**config.mk**
```make
export PLATFORM = sky130hd
export DESIGN_NAME = dir_busy_ctrl
export DESIGN_NICKNAME = d
export VERILOG_FILES = /design/src/rtl/dir_busy_pkg.sv /design/src/rtl/dir_entry_bank.sv /design/src/rtl/dir_transition.sv /design/src/rtl/dir_msg_stage.sv /design/src/rtl/dir_busy_ctrl.sv
export SDC_FILE = /design/constraint.sdc
export NUM_CORES = 1
export LEC_CHECK = 0
export ABC_AREA = 1
export BUFFER_PORTS_ARGS = -buffer_cell sky130_fd_sc_hd__buf_4
export CELL_PAD_IN_SITES_DETAIL_PLACEMENT = 1
export CELL_PAD_IN_SITES_GLOBAL_PLACEMENT = 1
export CORE_MARGIN = 3
export CORE_UTILIZATION = 45
export CTS_CLUSTER_SIZE = 40
export DETAILED_ROUTE_END_ITERATION = 7
export GPL_ROUTABILITY_DRIVEN = 0
export GPL_TIMING_DRIVEN = 1
export MAX_ROUTING_LAYER = met4
export PLACE_DENSITY = 0.77
export RECOVER_POWER = 25
export SYNTH_ARGS = -nofsm -noshare
export SYNTH_HDL_FRONTEND = slang
export SYNTH_HIERARCHICAL = 1
export SYNTH_SLANG_ARGS = --single-unit
```
**constraint.sdc**
```tcl
create_clock -name clk -period 7.2 [get_ports clk]
set_input_delay 1.08 -clock clk [delete_from_list [all_inputs] [get_ports clk]]
set_output_delay 1.08 -clock clk [all_outputs]
set_load 0.1 [all_outputs]
```
**src/rtl/dir_busy_pkg.sv**
```systemverilog
package dir_busy_pkg;
   typedef enum logic [1:0] {
      IN_RD   = 2'd0,
      IN_WR   = 2'd1,
      IN_WB   = 2'd2,
      IN_XACK = 2'd3
   } in_kind_e;

   typedef enum logic [2:0] {
      OUT_NONE = 3'd0,
      OUT_FWD  = 3'd1,
      OUT_DATA = 3'd2,
      OUT_ACK  = 3'd3,
      OUT_NACK = 3'd4
   } out_kind_e;

   typedef enum logic [1:0] {
      LN_UNC  = 2'd0,
      LN_EXC  = 2'd1,
      LN_BUSY = 2'd2
   } line_st_e;
endpackage

```
**src/rtl/dir_entry_bank.sv**
```systemverilog
module dir_entry_bank
   import dir_busy_pkg::*;
#(
   parameter int NUM_LINES = 4,
   parameter int ID_W      = 3,
   localparam int LINE_W   = $clog2(NUM_LINES)
) (
   input  logic              clk,
   input  logic              rst_n,
   input  logic [LINE_W-1:0] rd_line,
   output line_st_e          rd_st,
   output logic [ID_W-1:0]   rd_owner,
   output logic [ID_W-1:0]   rd_pend,
   input  logic              wr_en,
   input  logic [LINE_W-1:0] wr_line,
   input  line_st_e          wr_st,
   input  logic [ID_W-1:0]   wr_owner,
   input  logic [ID_W-1:0]   wr_pend
);
   line_st_e        st_q    [NUM_LINES];
   logic [ID_W-1:0] owner_q [NUM_LINES];
   logic [ID_W-1:0] pend_q  [NUM_LINES];

   for (genvar g = 0; g < NUM_LINES; g++) begin : g_line
      logic hit;
      assign hit = wr_en && (wr_line == LINE_W'(g));
      always_ff @(posedge clk) begin
         if (!rst_n) begin
            st_q[g]    <= LN_UNC;
            owner_q[g] <= '0;
            pend_q[g]  <= '0;
         end else if (hit) begin
            st_q[g]    <= wr_st;
            owner_q[g] <= wr_owner;
            pend_q[g]  <= wr_pend;
         end
      end
   end

   assign rd_st    = st_q[rd_line];
   assign rd_owner = owner_q[rd_line];
   assign rd_pend  = pend_q[rd_line];
endmodule

```
**src/rtl/dir_transition.sv**
```systemverilog
module dir_transition
   import dir_busy_pkg::*;
#(
   parameter int ID_W = 3
) (
   input  logic            in_valid,
   input  in_kind_e        in_kind,
   input  logic [ID_W-1:0] in_src,
   input  line_st_e        cur_st,
   input  logic [ID_W-1:0] cur_owner,
   input  logic [ID_W-1:0] cur_pend,
   output logic            upd,
   output line_st_e        nxt_st,
   output logic [ID_W-1:0] nxt_owner,
   output logic [ID_W-1:0] nxt_pend,
   output logic            msg_valid,
   output out_kind_e       msg_kind,
   output logic [ID_W-1:0] msg_dst,
   output logic [ID_W-1:0] msg_req
);
   logic is_req;
   logic from_owner;
   logic from_pend;

   assign is_req     = (in_kind == IN_RD) || (in_kind == IN_WR);
   assign from_owner = (in_src == cur_owner);
   assign from_pend  = (in_src == cur_pend);

   always_comb begin
      upd       = 1'b0;
      nxt_st    = cur_st;
      nxt_owner = cur_owner;
      nxt_pend  = cur_pend;
      msg_valid = 1'b0;
      msg_kind  = OUT_NONE;
      msg_dst   = in_src;
      msg_req   = in_src;
      if (in_valid) begin
         unique case (cur_st)
            LN_UNC: begin
               if (is_req) begin
                  upd       = 1'b1;
                  nxt_st    = LN_EXC;
                  nxt_owner = in_src;
                  msg_valid = 1'b1;
                  msg_kind  = OUT_DATA;
               end else if (in_kind == IN_WB) begin
                  msg_valid = 1'b1;
                  msg_kind  = OUT_NACK;
               end
            end
            LN_EXC: begin
               if (is_req) begin
                  msg_valid = 1'b1;
                  if (from_owner) begin
                     msg_kind = OUT_DATA;
                  end else begin
                     upd      = 1'b1;
                     nxt_st   = LN_BUSY;
                     nxt_pend = in_src;
                     msg_kind = OUT_FWD;
                     msg_dst  = cur_owner;
                  end
               end else if (in_kind == IN_WB) begin
                  msg_valid = 1'b1;
                  if (from_owner) begin
                     upd      = 1'b1;
                     nxt_st   = LN_UNC;
                     msg_kind = OUT_ACK;
                  end else begin
                     msg_kind = OUT_NACK;
                  end
               end
            end
            LN_BUSY: begin
               if (is_req) begin
                  msg_valid = 1'b1;
                  msg_kind  = OUT_NACK;
               end else if (in_kind == IN_WB) begin
                  msg_valid = 1'b1;
                  if (from_owner) begin
                     upd       = 1'b1;
                     nxt_st    = LN_EXC;
                     nxt_owner = cur_pend;
                     msg_kind  = OUT_DATA;
                     msg_dst   = cur_pend;
                     msg_req   = cur_pend;
                  end else begin
                     msg_kind = OUT_NACK;
                  end
               end else if (from_pend) begin
                  upd       = 1'b1;
                  nxt_st    = LN_EXC;
                  nxt_owner = cur_pend;
               end
            end
            default: begin
               upd    = 1'b1;
               nxt_st = LN_UNC;
            end
         endcase
      end
   end
endmodule

```
**src/rtl/dir_msg_stage.sv**
```systemverilog
module dir_msg_stage
   import dir_busy_pkg::*;
#(
   parameter int ID_W    = 3,
   parameter bit REG_OUT = 1'b1
) (
   input  logic            clk,
   input  logic            rst_n,
   input  logic            msg_valid,
   input  out_kind_e       msg_kind,
   input  logic [ID_W-1:0] msg_dst,
   input  logic [ID_W-1:0] msg_req,
   output logic            out_valid,
   output out_kind_e       out_kind,
   output logic [ID_W-1:0] out_dst,
   output logic [ID_W-1:0] out_req
);
   if (REG_OUT) begin : g_reg
      always_ff @(posedge clk) begin
         if (!rst_n) begin
            out_valid <= 1'b0;
            out_kind  <= OUT_NONE;
            out_dst   <= '0;
            out_req   <= '0;
         end else begin
            out_valid <= msg_valid;
            out_kind  <= msg_kind;
            out_dst   <= msg_dst;
            out_req   <= msg_req;
         end
      end
   end else begin : g_comb
      logic unused_clk;
      assign unused_clk = clk ^ rst_n;
      assign out_valid  = msg_valid;
      assign out_kind   = msg_kind;
      assign out_dst    = msg_dst;
      assign out_req    = msg_req;
   end
endmodule

```
**src/rtl/dir_busy_ctrl.sv**
```systemverilog
module dir_busy_ctrl
   import dir_busy_pkg::*;
#(
   parameter int NUM_LINES = 4,
   parameter int ID_W      = 3,
   localparam int LINE_W   = $clog2(NUM_LINES)
) (
   input  logic              clk,
   input  logic              rst_n,
   input  logic              in_valid,
   input  logic [1:0]        in_kind,
   input  logic [ID_W-1:0]   in_src,
   input  logic [LINE_W-1:0] in_line,
   output logic              out_valid,
   output logic [2:0]        out_kind,
   output logic [ID_W-1:0]   out_dst,
   output logic [ID_W-1:0]   out_req
);
   if (NUM_LINES < 2 || (1 << LINE_W) != NUM_LINES) begin : g_bad_lines
      $error("NUM_LINES must be a power of two of at least 2");
   end
   if (ID_W < 1 || ID_W > 8) begin : g_bad_id
      $error("ID_W must lie between 1 and 8");
   end

   line_st_e        cur_st, nxt_st;
   logic [ID_W-1:0] cur_owner, cur_pend, nxt_owner, nxt_pend;
   logic            upd;
   logic            msg_valid;
   out_kind_e       msg_kind, out_kind_e_w;
   logic [ID_W-1:0] msg_dst, msg_req;

   dir_entry_bank #(.NUM_LINES(NUM_LINES), .ID_W(ID_W)) u_bank (
      .clk      (clk),
      .rst_n    (rst_n),
      .rd_line  (in_line),
      .rd_st    (cur_st),
      .rd_owner (cur_owner),
      .rd_pend  (cur_pend),
      .wr_en    (upd),
      .wr_line  (in_line),
      .wr_st    (nxt_st),
      .wr_owner (nxt_owner),
      .wr_pend  (nxt_pend)
   );

   dir_transition #(.ID_W(ID_W)) u_fsm (
      .in_valid  (in_valid),
      .in_kind   (in_kind_e'(in_kind)),
      .in_src    (in_src),
      .cur_st    (cur_st),
      .cur_owner (cur_owner),
      .cur_pend  (cur_pend),
      .upd       (upd),
      .nxt_st    (nxt_st),
      .nxt_owner (nxt_owner),
      .nxt_pend  (nxt_pend),
      .msg_valid (msg_valid),
      .msg_kind  (msg_kind),
      .msg_dst   (msg_dst),
      .msg_req   (msg_req)
   );

   dir_msg_stage #(.ID_W(ID_W), .REG_OUT(1'b1)) u_out (
      .clk       (clk),
      .rst_n     (rst_n),
      .msg_valid (msg_valid),
      .msg_kind  (msg_kind),
      .msg_dst   (msg_dst),
      .msg_req   (msg_req),
      .out_valid (out_valid),
      .out_kind  (out_kind_e_w),
      .out_dst   (out_dst),
      .out_req   (out_req)
   );

   assign out_kind = out_kind_e_w;
endmodule

```
==> tab_implementation.tex, run 1 <==
\begin{tabular}{lr}
\hline
Metric & Value \\
\hline
\multicolumn{2}{l}{\textbf{Clock network}} \\
H-tree depth & 2 \\
CTS Buf Count & 5 \\
Clock tree from TritonCTS & yes \\
Number of clock sinks & 42 \\
Number of buffers added for setup after CTS & 0 \\
Clock Latency Late Sink & 300 ps \\
Clock edge transition at the registers on the reported setup and hold paths & 90 ps \\
Number of resized instances in the post-cts repair step & 0 \\
Hold-fix buffers at CTS & 0 \\
Maximum root-to-sink buffer count & 2 \\
Root cell of the clock tree & clkbuf\_8 \\
\multicolumn{2}{l}{\textbf{Power}} \\
Net Sw Frac & 36.2\% \\
Power per Cell Area & 202 nW/um\^{}2 \\
Share of power burned in registers & 46.7\% \\
Worst supply voltage drop on vdd & 0.118 mV \\
Leakage power of the design & 0.00152 uW \\
Design internal power & 379 uW \\
Combinational power share & 27.4\% \\
Clk pwr share & 25.9\% \\
NetSw & 215 uW \\
\multicolumn{2}{l}{\textbf{Timing}} \\
Worst rel slew slack & 22.8\% \\
Number of pins with negative max-slew slack in the final report & 0 \\
Post-Route Skew & 7.69 ps \\
Shortest clock period the worst path allows after layout & 4780 ps \\
Final worst-path cycle share & 66.4\% \\
Setup total negative slack & 0 ps \\
Fmax & 209 MHz \\
Final WS setup & 2420 ps \\
Setup repair after global routing missed its margin & false \\
Final setup fails & 0 \\
Hold Vio Cnt, Final & 0 \\
Least-Margin Pin Slew & 1160 ps \\
\multicolumn{2}{l}{\textbf{Synthesis}} \\
Synthesized netlist net count & 411 \\
Leading register cell type out of synthesis & edfxtp\_1 \\
Syn\_area\_per\_cell & 7.06 um\^{}2 \\
Cell area after synthesis & 2800 um\^{}2 \\
Largest area contributor in the netlist & edfxtp\_1 \\
Share of synthesized area occupied by flip-flops and latches & 41.4\% \\
Count of different cell masters after synthesis & 27 \\
Number of warnings reported in the yosys synthesis log & 6 \\
Adder-cell area share of the yosys netlist & 1.79\% \\
Top area cells in the synthesized netlist & edfxtp\_1, nand2\_1, inv\_1 \\
\#FFs+latches synth & 42 \\
EDFF count, synth & 32 \\
Mapped Cells & 397 \\
Synth async-reset ratio & 0\% \\
Simple logic cell fraction of the synthesized area & 35.9\% \\
Parity-gate share of the synthesized area counting xor and xnor cells & 1.30\% \\
Area share of the leading cell type in the synthesized netlist & 34.3\% \\
Share of cell area taken by muxes after synthesis & 0\% \\
Synth Area in Compound Gates & 4.96\% \\
Dominant combinational cell family by area after synthesis & simple AND/OR/NAND/NOR gates \\
\multicolumn{2}{l}{\textbf{Cells and area}} \\
Final antenna diode count & 0 \\
Area Overhead vs Synth & 4.87\% \\
Sequential cell area & 1160 um\^{}2 \\
Fill cell count & 810 \\
Layout Cells excl Fill & 485 \\
Share of cells above drive strength 1 & 6.10\% \\
Multi-input gate area & 1190 um\^{}2 \\
Post-layout instance area & 2940 um\^{}2 \\
Net count, final & 423 \\
Most frequent cells in the layout & nand2\_1, inv\_1, nor2\_1 \\
Commonest non-fill, non-tap cell in the layout & nand2\_1 \\
\multicolumn{2}{l}{\textbf{Worst setup path}} \\
CP Capture Type & register \\
Crit path max fanout & 23 \\
Category of the most critical setup path & input port to register \\
Required time of the worst setup path & 7170 ps \\
Worst path bufs/invs & 4 \\
Critical Path Most Common Cell & nand2\_1 \\
Crit Reg-Reg Endpoint & u\_bank/owner\_q[3][1]\$\_SDFFCE\_PN0P\_ \\
Family with the most delay on the worst path & simple AND/OR/NAND/NOR gates \\
Launching point of the worst reg2reg path & u\_bank/owner\_q[3][0]\$\_SDFFCE\_PN0P\_ \\
Setup slack of the worst register-to-register path & 4080 ps \\
R2R depth & 16 \\
Delay of the slowest critical-path stage & 750 ps \\
CP max stage cell & clkbuf\_1 \\
Arrival time of the worst setup path & 4750 ps \\
Startpoint kind of the worst setup timing path & input port \\
Cell-by-cell trace of the critical path & clkbuf\_1 -> inv\_1 -> nand2\_1 -> nand3\_1 -> nand2\_1 -> inv\_1 -> nand2\_1 -> nand2\_2 -> nand3\_1 -> nand2\_1 -> nand2\_1 -> nand2\_1 -> nand3\_1 -> o21ai\_1 -> inv\_1 -> nand3\_1 -> nand2\_1 \\
\multicolumn{2}{l}{\textbf{Route}} \\
Wire length after detailed routing & 7.86 mm \\
Total number of vias & 2513 \\
Number of DRC violations after detailed routing & 0 \\
Router iterations before antenna repair & 4 \\
ANT nets after route & 0 \\
Number of vias per cell & 5.18 \\
Initial DRC count & 160 \\
Avg WL per Cell & 16.2 um \\
\multicolumn{2}{l}{\textbf{Flow run}} \\
Max-capacitance violation count & 0 \\
\multicolumn{2}{l}{\textbf{Floorplan}} \\
Count of boundary I/O pins & 20 \\
Row Count & 28 \\
Initial core utilization & 46.8\% \\
Core footprint & 5990 um\^{}2 \\
Die boundary width & 84.9 um \\
Height of the die & 84.9 um \\
Die Outline Area & 7210 um\^{}2 \\
\multicolumn{2}{l}{\textbf{Placement}} \\
I/O Buffers & 19 \\
Half-perimeter wire length after placement & 5.95 mm \\
Pre-CTS setup slack & 3200 ps \\
Post-Place Cell Area & 2940 um\^{}2 \\
Placed cell count & 477 \\
\multicolumn{2}{l}{\textbf{Global routing}} \\
Total track usage & 24.2\% \\
Pin count of the biggest net entering global routing & 24 \\
Wire length of the first global-routing pass & 13.2 mm \\
Initial antenna violation count & 0 \\
Vias in the first global route & 2513 \\
Congestion Overflow GR & 0 \\
\multicolumn{2}{l}{\textbf{Min path}} \\
WHS Path Cells & 8 \\
Min-Delay Startpoint & u\_bank/pend\_q[2][2]\$\_SDFFCE\_PN0P\_ \\
Class of the most critical hold timing path & register to register \\
Endpoint of the worst hold-timing path & u\_bank/pend\_q[0][2]\$\_SDFFCE\_PN0P\_ \\
\multicolumn{2}{l}{\textbf{Status}} \\
Outcome & finished clean \\
\hline
\end{tabular}
through the flow:
step / hold slack [ps] / utilization, % / power [uW]
after CTS: 1090 / 50.5 / 610
after global routing: 1160 / 49.0 / 628
after detailed placement: 1060 / 49.0 / 452
after floorplan: 879 / - / 408
after global placement: 1030 / 49.0 / 449
final: 1060 / 49.0 / 594
layer usage:
metal	wire, um	global-route usage [%]	part of all wire [%]	vias to the layer above
li1	-	-	-	1237
met1	3730	35.0	47	1214
met2	3600	36.2	46	58
met3	484	3.59	6.2	4
met4	44	5.04	0.56	0
met5	0	-	0	-
cells in the mapped netlist, types with 3 or more instances:
master / number
nand4_4: 3
o21ai_1: 5
buf_4: 4
dfxtp_1: 10
clkbuf_1: 3
inv_1: 78
nor2_1: 48
edfxtp_1: 32
a21oi_1: 8
ha_1: 4
nand2_1: 131
o21ai_0: 12
buf_6: 4
nand3_1: 31
inv_2: 4
buf_2: 3
nand4_1: 7
worst register-to-register path, delay by kind of cell (launching register included):
kind	cells	cell delay, ps
buffers and inverters	3	400
flip-flops	1	360
AND/OR/NAND/NOR	13	2100
registers in the layout (all words and copies together), names as in the netlist:
signal / cells
u_out/out_dst: 3
u_out/out_kind: 3
u_bank/pend_q: 12
u_out/out_valid: 1
u_bank/owner_q: 12
u_out/out_req: 3
u_bank/st_q: 8
area by class of cell:
class | instances | area share, %
Sequential cell | 42 | 39.5
Clock inverter | 2 | 0.468
Multi-Input combinational cell | 259 | 40.4
Inverter | 82 | 10.5
Tap cell | 75 | 3.19
Timing Repair Buffer | 19 | 3.45
Clock buffer | 6 | 2.47
how the worst max path moves through the flow:
stage               startpoint                                  to  slack [ps]  depth (start not counted)
floorplan           in_line[0]  u_bank/owner_q[1][0]$_SDFFCE_PN0P_        3990                         16
global placement    in_line[0]  u_bank/owner_q[2][2]$_SDFFCE_PN0P_        3270                         17
detailed placement  in_line[0]     u_bank/st_q[2][0]$_SDFFCE_PN0P_        3200                         17
CTS                 in_line[0]   u_bank/pend_q[2][1]$_SDFFCE_PN0P_        3480                         17
global route        in_line[0]   u_bank/pend_q[3][2]$_SDFFCE_PN0P_        1980                         17
finish              in_line[0]   u_bank/pend_q[3][2]$_SDFFCE_PN0P_        2420                         17
power by group through the flow:
stage          registers (uW)  logic, uW  clock network (uW)
4_1_cts                   278        170                 162
3_5_place_dp              283        169                   0
6_report                  277        163                 154
3_3_place_gp              283        166                   0
5_1_grt                   279        182                 167
2_1_floorplan             311       97.6                   0
kinds of logic (layout without fill, tap and decap cells):
logic type / Yosys count / count (layout)
XOR/XNOR: 2 / 2
adder cells (fa/ha/maj): 4 / 4
flip-flops: 42 / 42
buffers and inverters: 96 / 109
AND/OR/NAND/NOR: 226 / 226
AO/OA/AOI/OAI: 27 / 27
No activity file was read; power rests on OpenSTA's default activity.
==> inputs of run 2 (changes only) <==
Settings changed: CORE_UTILIZATION 45 to 40, PLACE_DENSITY 0.77 to 0.72.
Clock period 7.2 ns to 3.9 ns, I/O delays scaled along.
==> run 2 against run 1 <==
  * Sequential share of layout area shrank 0.92 points
  * Final cell count grew 3.9%
  * Sequential power grew 85%
  * Critical path depth is the same
  * Register-to-register slack lost 3000 ps
  * Clock power grew 120%
==> tab_implementation.tex, run 2 (synthesis results as in run 1) <==
\begin{tabular}{lr}
\hline
Metric & Value \\
\hline
\multicolumn{2}{l}{\textbf{Status}} \\
Outcome & finished clean \\
\multicolumn{2}{l}{\textbf{Floorplan}} \\
Die Outline Area & 8040 um\^{}2 \\
Count of boundary I/O pins & 20 \\
Die boundary width & 89.7 um \\
Core footprint & 6570 um\^{}2 \\
Row Count & 29 \\
Height of the die & 89.7 um \\
Initial core utilization & 42.7\% \\
\multicolumn{2}{l}{\textbf{Placement}} \\
I/O Buffers & 19 \\
Half-perimeter wire length after placement & 6.11 mm \\
Placed cell count & 496 \\
\multicolumn{2}{l}{\textbf{Route}} \\
Number of DRC violations after detailed routing & 0 \\
Initial DRC count & 195 \\
Avg WL per Cell & 15.7 um \\
Router iterations before antenna repair & 4 \\
DRT met1 WL & 3.93 mm \\
Wire length after detailed routing & 7.91 mm \\
Number of vias per cell & 4.88 \\
Highest layer used for signal routing & met4 \\
Wire length on met3 & 397 um \\
Wire length on met2 & 3.49 mm \\
Total number of vias & 2462 \\
ANT nets after route & 0 \\
\multicolumn{2}{l}{\textbf{Min path}} \\
Class of the most critical hold timing path & input port to register \\
\multicolumn{2}{l}{\textbf{Cells and area}} \\
Multi-input gate area & 1200 um\^{}2 \\
Top Registers & u\_bank/owner\_q (12), u\_bank/pend\_q (12), u\_bank/st\_q (8) \\
Net count, final & 424 \\
Most frequent cells in the layout & nand2\_1, inv\_1, nor2\_1 \\
End-of-flow core utilization & 45.8\% \\
Area Overhead vs Synth & 7.37\% \\
Share of cells above drive strength 1 & 6.81\% \\
Commonest non-fill, non-tap cell in the layout & nand2\_1 \\
Fill cell count & 868 \\
Final antenna diode count & 0 \\
Sequential cell area & 1160 um\^{}2 \\
Layout Cells excl Fill & 504 \\
\multicolumn{2}{l}{\textbf{Worst setup path}} \\
Required time of the worst setup path & 3940 ps \\
Arrival time of the worst setup path & 3320 ps \\
CP Capture Type & register \\
Crit path max fanout & 23 \\
Category of the most critical setup path & input port to register \\
Startpoint kind of the worst setup timing path & input port \\
\multicolumn{2}{l}{\textbf{Power}} \\
Worst supply voltage drop on vdd & 0.241 mV \\
Power per Cell Area & 384 nW/um\^{}2 \\
Leakage power of the design & 0.00154 uW \\
\multicolumn{2}{l}{\textbf{Global routing}} \\
Wire length of the first global-routing pass & 12.7 mm \\
Initial antenna violation count & 0 \\
Vias in the first global route & 2366 \\
Total track usage & 22.3\% \\
Congestion Overflow GR & 0 \\
Pin count of the biggest net entering global routing & 24 \\
\multicolumn{2}{l}{\textbf{Clock network}} \\
Hold-fix buffers at CTS & 0 \\
Clock tree from TritonCTS & yes \\
Number of resized instances in the post-cts repair step & 0 \\
Number of buffers added for setup after CTS & 0 \\
Clock edge transition at the registers on the reported setup and hold paths & 70 ps \\
CTS Buf Count & 5 \\
Clock Latency Late Sink & 300 ps \\
Number of clock sinks & 42 \\
Root cell of the clock tree & clkbuf\_8 \\
H-tree depth & 2 \\
Maximum root-to-sink buffer count & 2 \\
\multicolumn{2}{l}{\textbf{Timing}} \\
Hold Vio Cnt, Final & 0 \\
Setup total negative slack & 0 ps \\
Shortest clock period the worst path allows after layout & 3280 ps \\
Final setup fails & 0 \\
Post-Route Skew & 10.3 ps \\
Fmax & 305 MHz \\
Setup repair after global routing missed its margin & false \\
Least-Margin Pin Slew & 1180 ps \\
Final worst-path cycle share & 84.2\% \\
Worst rel slew slack & 21.4\% \\
Number of pins with negative max-slew slack in the final report & 0 \\
\multicolumn{2}{l}{\textbf{Flow run}} \\
Max-capacitance violation count & 0 \\
\hline
\end{tabular}
-- run 2: cell types whose count changed in the layout (fill, tap and decap cells not counted), sizes merged --
cell      previous run  this run
bufinv               0         1
buf                  8        10
clkinvlp             0         1
clkinv               2         0
clkbuf              17        16
-- run 2: final cells by class --
cell class / instances / share of cell area [%]
repair buffers: 20 / 3.74
flip-flops and latches: 42 / 38.6
multi-input cells: 259 / 39.9
clock buffers: 6 / 2.41
clock inverters: 2 / 1.25
inverters: 82 / 10.2
well taps: 93 / 3.87
-- run 2: worst max-delay path, cell delays in order --
cell     delay [ps]
buf_4           190
inv_1           380
nand2_1         110
nand3_1          90
nand2_1         130
inv_1           130
nand2_1          60
nand2_1         130
nand3_4         140
nor2_1          520
nand2_1         240
nand3_1         150
nand2_1          80
nand2_1          60
nand2_1          40
inv_1           200
nor2_1           80
-- run 2: routing by layer --
layer  up-vias  track usage (%)
met5         -                -
li1       1245                -
met2        56             33.2
met3         8             2.74
met1      1153             32.2
met4         0             5.68
-- run 2: final timing paths --
kind                                 startpoint                            endpoint  slack [ps]  cells after the start
min reg2reg     u_bank/st_q[3][0]$_SDFFCE_PN0P_     u_bank/st_q[2][0]$_SDFFCE_PN0P_        1070                      8
min                                       rst_n         u_out/out_dst[2]$_SDFF_PN0_         640                      3
max                                  in_line[0]  u_bank/owner_q[3][0]$_SDFFCE_PN0P_         620                     17
max reg2reg  u_bank/owner_q[1][1]$_SDFFCE_PN0P_  u_bank/owner_q[3][0]$_SDFFCE_PN0P_        1070                     16
-- run 2: metrics by stage --
| step | worst slack [ps] | power [uW] | cell area [um^2] | hold slack, ps |
|---|---|---|---|---|
| after detailed placement | 566 | 838 | 2970 | 952 |
| final | 618 | 1160 | 3010 | 638 |
| after global placement | 676 | 835 | 2970 | 950 |
| after CTS | 866 | 1180 | 3080 | 637 |
| after floorplan | 1180 | 754 | 2800 | 793 |
| after global routing | 378 | 1220 | 3010 | 647 |
-- run 2: report_power, final --
| part | switching, uW | internal [uW] | leakage [uW] |
|---|---|---|---|
| registers | 6.99 | 506 | 0.000415 |
| clock network | 146 | 191 | 0.0000514 |
| logic | 235 | 70.0 | 0.00107 |
| total | 389 | 767 | 0.00154 |
